`src/rtl/alu8_pkg.sv`:
```
package alu8_pkg;
   localparam int OP_W = 4;

   localparam logic [OP_W-1:0] OP_ADD   = 4'd0;
   localparam logic [OP_W-1:0] OP_RSUB  = 4'd1;
   localparam logic [OP_W-1:0] OP_AND   = 4'd2;
   localparam logic [OP_W-1:0] OP_OR    = 4'd3;
   localparam logic [OP_W-1:0] OP_XOR   = 4'd4;
   localparam logic [OP_W-1:0] OP_NOT   = 4'd5;
   localparam logic [OP_W-1:0] OP_INC   = 4'd6;
   localparam logic [OP_W-1:0] OP_DEC   = 4'd7;
   localparam logic [OP_W-1:0] OP_INCSK = 4'd8;
   localparam logic [OP_W-1:0] OP_DECSK = 4'd9;
   localparam logic [OP_W-1:0] OP_ROTL  = 4'd10;
   localparam logic [OP_W-1:0] OP_ROTR  = 4'd11;
   localparam logic [OP_W-1:0] OP_SWAP  = 4'd12;
   localparam logic [OP_W-1:0] OP_DADJ  = 4'd13;

   typedef struct packed {
      logic c;
      logic dc;
      logic z;
   } flags_t;
endpackage

```
`src/rtl/alu8_arith.sv`:
```
module alu8_arith
   import alu8_pkg::*;
#(
   parameter int DATA_W = 8
) (
   input  logic [OP_W-1:0]   op_i,
   input  logic [DATA_W-1:0] a_i,
   input  logic [DATA_W-1:0] b_i,
   output logic [DATA_W-1:0] res_o,
   output logic              c_o,
   output logic              dc_o
);
   localparam int NIB_W = DATA_W / 2;

   logic [DATA_W:0]  add_full;
   logic [NIB_W:0]   add_nib;
   logic [DATA_W-1:0] inc_v, dec_v, sub_v;

   assign add_full = {1'b0, a_i} + {1'b0, b_i};
   assign add_nib  = {1'b0, a_i[NIB_W-1:0]} + {1'b0, b_i[NIB_W-1:0]};
   assign sub_v    = b_i - a_i;
   assign inc_v    = b_i + {{(DATA_W-1){1'b0}}, 1'b1};
   assign dec_v    = b_i - {{(DATA_W-1){1'b0}}, 1'b1};

   always_comb begin
      res_o = add_full[DATA_W-1:0];
      c_o   = add_full[DATA_W];
      dc_o  = add_nib[NIB_W];
      case (op_i)
         OP_RSUB: begin
            res_o = sub_v;
            c_o   = (b_i >= a_i);
            dc_o  = (b_i[NIB_W-1:0] >= a_i[NIB_W-1:0]);
         end
         OP_INC, OP_INCSK: res_o = inc_v;
         OP_DEC, OP_DECSK: res_o = dec_v;
         default: ;
      endcase
   end
endmodule

```
`src/rtl/alu8_logic.sv`:
```
module alu8_logic
   import alu8_pkg::*;
#(
   parameter int DATA_W = 8
) (
   input  logic [OP_W-1:0]   op_i,
   input  logic [DATA_W-1:0] a_i,
   input  logic [DATA_W-1:0] b_i,
   input  logic              c_i,
   output logic [DATA_W-1:0] res_o,
   output logic              c_o
);
   localparam int NIB_W = DATA_W / 2;

   always_comb begin
      res_o = b_i;
      c_o   = c_i;
      case (op_i)
         OP_AND:  res_o = a_i & b_i;
         OP_OR:   res_o = a_i | b_i;
         OP_XOR:  res_o = a_i ^ b_i;
         OP_NOT:  res_o = ~b_i;
         OP_ROTL: begin
            res_o = {b_i[DATA_W-2:0], c_i};
            c_o   = b_i[DATA_W-1];
         end
         OP_ROTR: begin
            res_o = {c_i, b_i[DATA_W-1:1]};
            c_o   = b_i[0];
         end
         OP_SWAP: res_o = {b_i[NIB_W-1:0], b_i[DATA_W-1:NIB_W]};
         default: ;
      endcase
   end
endmodule

```
`src/rtl/alu8_bcd.sv`:
```
module alu8_bcd #(
   parameter int DATA_W = 8
) (
   input  logic [DATA_W-1:0] a_i,
   input  logic              c_i,
   input  logic              dc_i,
   output logic [DATA_W-1:0] res_o,
   output logic              c_o
);
   localparam int NIB_W = DATA_W / 2;
   localparam logic [NIB_W-1:0]  DIGIT_MAX = NIB_W'(9);
   localparam logic [DATA_W:0]   LO_FIX = (DATA_W+1)'(6);
   localparam logic [DATA_W:0]   HI_FIX = (DATA_W+1)'(6) << NIB_W;

   logic            lo_adj, hi_adj;
   logic [DATA_W:0] step1, step2;

   assign lo_adj = (a_i[NIB_W-1:0] > DIGIT_MAX) || dc_i;
   assign step1  = {1'b0, a_i} + (lo_adj ? LO_FIX : '0);
   assign hi_adj = (step1[DATA_W-1:NIB_W] > DIGIT_MAX) || c_i;
   assign step2  = {1'b0, step1[DATA_W-1:0]} + (hi_adj ? HI_FIX : '0);
   assign res_o  = step2[DATA_W-1:0];
   assign c_o    = c_i | step1[DATA_W] | step2[DATA_W];
endmodule

```
`src/rtl/alu8_flagreg.sv`:
```
module alu8_flagreg
   import alu8_pkg::*;
#(
   parameter bit REG_FLAGS = 1'b1
) (
   input  logic   clk,
   input  logic   rst_n,
   input  flags_t d_i,
   output flags_t q_o
);
   generate
      if (REG_FLAGS) begin : g_flop
         always_ff @(posedge clk or negedge rst_n) begin
            if (!rst_n) q_o <= '0;
            else        q_o <= d_i;
         end
      end else begin : g_wire
         assign q_o = d_i;
      end
   endgenerate
endmodule

```
`src/rtl/acc_alu8.sv`:
```
module acc_alu8
   import alu8_pkg::*;
#(
   parameter int DATA_W    = 8,
   parameter bit REG_FLAGS = 1'b1
) (
   input  logic              clk,
   input  logic              rst_n,
   input  logic [OP_W-1:0]   op_i,
   input  logic [DATA_W-1:0] acc_i,
   input  logic [DATA_W-1:0] opnd_i,
   input  logic              c_i,
   input  logic              dc_i,
   input  logic              z_i,
   output logic [DATA_W-1:0] res_o,
   output logic              c_o,
   output logic              dc_o,
   output logic              z_o,
   output logic              skip_o,
   output logic              fq_c_o,
   output logic              fq_dc_o,
   output logic              fq_z_o
);
   generate
      if (DATA_W != 8) begin : g_bad_width
         $error("acc_alu8: decimal adjust needs DATA_W == 8");
      end
   endgenerate

   logic [DATA_W-1:0] ar_res, lg_res, bcd_res;
   logic              ar_c, ar_dc, lg_c, bcd_c;
   logic              res_zero;
   flags_t            nxt, fq;

   alu8_arith #(.DATA_W(DATA_W)) u_arith (
      .op_i (op_i), .a_i (acc_i), .b_i (opnd_i),
      .res_o(ar_res), .c_o (ar_c), .dc_o (ar_dc)
   );

   alu8_logic #(.DATA_W(DATA_W)) u_logic (
      .op_i (op_i), .a_i (acc_i), .b_i (opnd_i), .c_i (c_i),
      .res_o(lg_res), .c_o (lg_c)
   );

   alu8_bcd #(.DATA_W(DATA_W)) u_bcd (
      .a_i (acc_i), .c_i (c_i), .dc_i (dc_i),
      .res_o(bcd_res), .c_o (bcd_c)
   );

   assign res_zero = (res_o == '0);

   always_comb begin
      res_o  = acc_i;
      nxt.c  = c_i;
      nxt.dc = dc_i;
      nxt.z  = z_i;
      skip_o = 1'b0;
      case (op_i)
         OP_ADD, OP_RSUB: begin
            res_o  = ar_res;
            nxt.c  = ar_c;
            nxt.dc = ar_dc;
            nxt.z  = res_zero;
         end
         OP_AND, OP_OR, OP_XOR, OP_NOT: begin
            res_o = lg_res;
            nxt.z = res_zero;
         end
         OP_INC, OP_DEC: begin
            res_o = ar_res;
            nxt.z = res_zero;
         end
         OP_INCSK, OP_DECSK: begin
            res_o  = ar_res;
            skip_o = res_zero;
         end
         OP_ROTL, OP_ROTR: begin
            res_o = lg_res;
            nxt.c = lg_c;
         end
         OP_SWAP: res_o = lg_res;
         OP_DADJ: begin
            res_o = bcd_res;
            nxt.c = bcd_c;
         end
         default: ;
      endcase
   end

   assign c_o  = nxt.c;
   assign dc_o = nxt.dc;
   assign z_o  = nxt.z;

   alu8_flagreg #(.REG_FLAGS(REG_FLAGS)) u_freg (
      .clk(clk), .rst_n(rst_n), .d_i(nxt), .q_o(fq)
   );

   assign fq_c_o  = fq.c;
   assign fq_dc_o = fq.dc;
   assign fq_z_o  = fq.z;
endmodule

```
`config.mk`:
```
export PLATFORM = sky130hd
export DESIGN_NAME = acc_alu8
export DESIGN_NICKNAME = d
export VERILOG_FILES = /design/src/rtl/alu8_pkg.sv /design/src/rtl/alu8_arith.sv /design/src/rtl/alu8_logic.sv /design/src/rtl/alu8_bcd.sv /design/src/rtl/alu8_flagreg.sv /design/src/rtl/acc_alu8.sv
export SDC_FILE = /design/constraint.sdc
export NUM_CORES = 1
export LEC_CHECK = 0
export ABC_AREA = 0
export BUFFER_PORTS_ARGS = -buffer_cell sky130_fd_sc_hd__buf_4
export CELL_PAD_IN_SITES_DETAIL_PLACEMENT = 0
export CELL_PAD_IN_SITES_GLOBAL_PLACEMENT = 1
export CORE_MARGIN = 5
export CORE_UTILIZATION = 28
export DETAILED_ROUTE_END_ITERATION = 7
export GPL_TIMING_DRIVEN = 0
export PLACE_DENSITY = 0.67
export SLEW_MARGIN = 20
export SYNTH_ARGS = -nofsm -noshare
export SYNTH_HDL_FRONTEND = slang
export SYNTH_SLANG_ARGS = --single-unit
```
`constraint.sdc`:
```
create_clock -name clk -period 5.7 [get_ports clk]
set_clock_uncertainty 0.1 [all_clocks]
set_input_delay 0.57 -clock clk [delete_from_list [all_inputs] [get_ports clk]]
set_output_delay 0.57 -clock clk [all_outputs]
set_load 0.01 [all_outputs]
```
==> run_results.csv <==
group,metric,value,unit
cells_and_area,largest_register_ffs,3,
worst_setup_path,critical_path_arrival,4.53,ns
floorplanning,rows,34,
cells_and_area,syn2layout_area_growth,18.2,%
placed_design,gp_congestion,0.940,
detailed_routing,vias,3095,
floorplanning,core_area,8810,um^2
pwr,powerDensity,124,nW/um^2
detailed_routing,top_layer,"met4",
worst_setup_path,cp_common_cell,"nand3_1",
worst_setup_path,crit_family,"simple AND/OR/NAND/NOR gates",
cells_and_area,diodes,0,
detailed_routing,wl_met1,4.62,mm
worst_setup_path,crit_fanout,8,
worst_setup_path,cp-start-kind,"input pin",
detailed_routing,drc,0,
synth,synth.most_common_cell,"ha_1",
sta,finalCritPeriodShare,0.913,
worst_setup_path,crit_cells,20,
cells_and_area,multi_input_area,2240,um^2
flow_run,cap_violations,0,
synth,netlist.area_leader.share,0.167,
sta,setup_tns,0,ns
synth,synth_area_leader_cell,"ha_1",
detailed_routing,wl_per_cell,19.6,um
clock_network,cts_hold_buffers,0,
sta,max_freq,192,MHz
grt,grt_overflow,0,
synth,ys_types,62,
floorplanning,initial_core_util,0.290,
grt,grt_antenna_before_repair,0,
synth,ys_async_sr_fraction,1.00,
worst_setup_path,path_class,"input pin to primary output",
floorplanning,io_pins,40,
clock_network,clock_tree.htree_level_count,1,
clock_network,post_cts_buffers,0,
pwr,p_leak,1.32,nW
clock_network,cts_sinks,3,
synth,syn_area_per_cell,6.91,um^2
worst_setup_path,cp-end-kind,"primary output",
synth,synth_edf_count,0,
cells_and_area,nets,475,
cells_and_area,n_fill_cell,974,
clock_network,post_cts_resized,0,
grt,grt_first_pass_wirelength,16.4,mm
synth,ys.flop_type,"dfrtp_1",
cells_and_area,drive_above_1_share,0.151,
sta,rsz0062_at_grt,"false",
worst_setup_path,cp_cell_sequence,"buf_4 > clkbuf_1 > o21ai_0 > nand2b_1 > ha_1 > inv_1 > fa_1 > and3b_1 > nand2_1 > mux2i_1 > nand3_1 > nand3_1 > ha_1 > nand3_1 > o41ai_1 > a222oi_1 > o22ai_1 > nor4_2 > a32o_1 > buf_4",
worst_setup_path,cp_slowest_cell,"fa_1",
detailed_routing,wl_met3,592,um
sta,drv_slew,0,
grt,grt_max_degree,11,
floorplanning,fp.dieArea,11100,um^2
synth,yosys-top-cells-count,"ha_1 (34), inv_1 (33), nor2_1 (33), a21oi_1 (28), o21ai_0 (20)",
clock_network,clockBufferDepth,2,
sta,setup_viol,0,
synth,yosysWarningCount,0,
pwr,p_total,373,uW
synth,ys_seq_elements,3,
grt,grt_pass1_vias,3042,
clock_network,cts_buffers,3,
sta,max-slew-margin-rel,0.467,
worst_setup_path,critPathMaxStageDelay,0.41,ns
clock_network,clk_pin_slew,0.03,ns
detailed_routing,antenna_left,0,
detailed_routing,viasPerCell,5.96,
worst_setup_path,worst-path-buf-inv,4,
floorplanning,chipWidth,105,um
worst_setup_path,crit_required,5.03,ns
floorplanning,die_height,105,um
detailed_routing,drt-total-wl,10.2,mm
synth,synth_seq_area_share,0.0294,
placed_design,dp_hpwl,8.30,mm
sta,hold_viol,0,
cells_and_area,reg.largest.list,"u_freg.q_o x3",
sta,worst_pin_slew,0.794,ns
cells_and_area,ff_latch_area,75.1,um^2
cells_and_area,regMostFlops,"u_freg.q_o",
clock_network,ctsRootBufferMaster,"clkbuf_8",
sta,hold_ws,0.0351,ns
detailed_routing,wl_met2,4.70,mm
grt,grt_util_all_layers,0.182,
placed_design,portBuffers,38,
detailed_routing,dr.first_iter.drc_count,201,
synth,syn-num-nets,432,
synth,netlist_area,2550,um^2
outcome,status,"finished clean",
synth,netlist_instances,369,
detailed_routing,dr.pass1.iters,5,
hold_path,hp-class,"input pin to async pin",
synth,synth_area_leaders,"ha_1 (17%), a21oi_1 (5.5%), inv_1 (4.9%), nor2_1 (4.9%), o21ai_0 (3.9%)",
pwr,peakVddDrop,58.4,uV
clock_network,cts_tree,"built",
sta,finalCriticalPeriod,5.20,ns
==> layout by cell type (no fill, tap or decap), drive strengths merged, types with 5 or more instances in the layout <==
cell	synthesis	layout
o31ai	7	7
o22ai	6	6
xnor2	9	9
a211oi	5	5
nor2b	5	5
clkbuf	10	14
o21ai	20	20
nand2	17	17
inv	34	34
a221oi	9	9
nand2b	6	6
nor2	34	34
nand3	16	16
a22oi	5	5
mux2i	5	5
o21a	6	6
ha	34	34
a21oi	28	28
nor3	14	14
buf	14	52
==> final cells by class <==
class / count / share of cell area
multi-input cells: 308 / 0.741
repair buffers: 38 / 0.0946
well taps: 108 / 0.0448
inverters: 34 / 0.0423
plain buffers: 24 / 0.0373
flip-flops and latches: 3 / 0.0249
clock buffers: 4 / 0.0149
==> power breakdown <==
group          internal [mW]  leakage (nW)  switching, mW
clock                 0.0477        0.0228         0.0142
combinational          0.118          1.26          0.170
sequential            0.0233        0.0361       0.000453
==> metrics by stage <==
step / setup WS [ns] / utilization / std cells / cell area (um^2)
6_report: 0.496 / 0.343 / 519 / 3020
5_1_grt: 0.0485 / 0.343 / 519 / 3020
4_1_cts: 0.500 / 0.343 / 519 / 3020
3_5_place_dp: 0.517 / 0.337 / 515 / 2970
3_3_place_gp: 0.589 / 0.337 / 515 / 2970
2_1_floorplan: 1.24 / - / 369 / 2550
==> how the worst max path moves through the flow <==
stage	startpoint	to
after global routing	acc_i[3]	z_o
after global placement	acc_i[3]	z_o
after detailed placement	acc_i[3]	z_o
after CTS	acc_i[3]	z_o
final	acc_i[3]	z_o
after floorplan	acc_i[3]	skip_o
==> layer usage <==
layer / vias to the layer above / GRT usage
li1: 1469 / -
met1: 1481 / 0.252
met2: 128 / 0.304
met3: 17 / 0.0134
met4: 0 / 0.0487
met5: - / 0
==> cells by family (layout without fill, tap and decap cells) <==
| group | after synthesis | count (layout) | share of synthesized area |
|---|---|---|---|
| flops | 3 | 3 | 0.0294 |
| buf+inv | 58 | 100 | 0.0942 |
| xor+xnor | 13 | 13 | 0.0446 |
| compound gates | 132 | 132 | 0.360 |
| fa+ha+maj | 38 | 38 | 0.198 |
| mux | 7 | 7 | 0.0284 |
| simple gates | 118 | 118 | 0.245 |
Power figures use the tool's default switching activity.
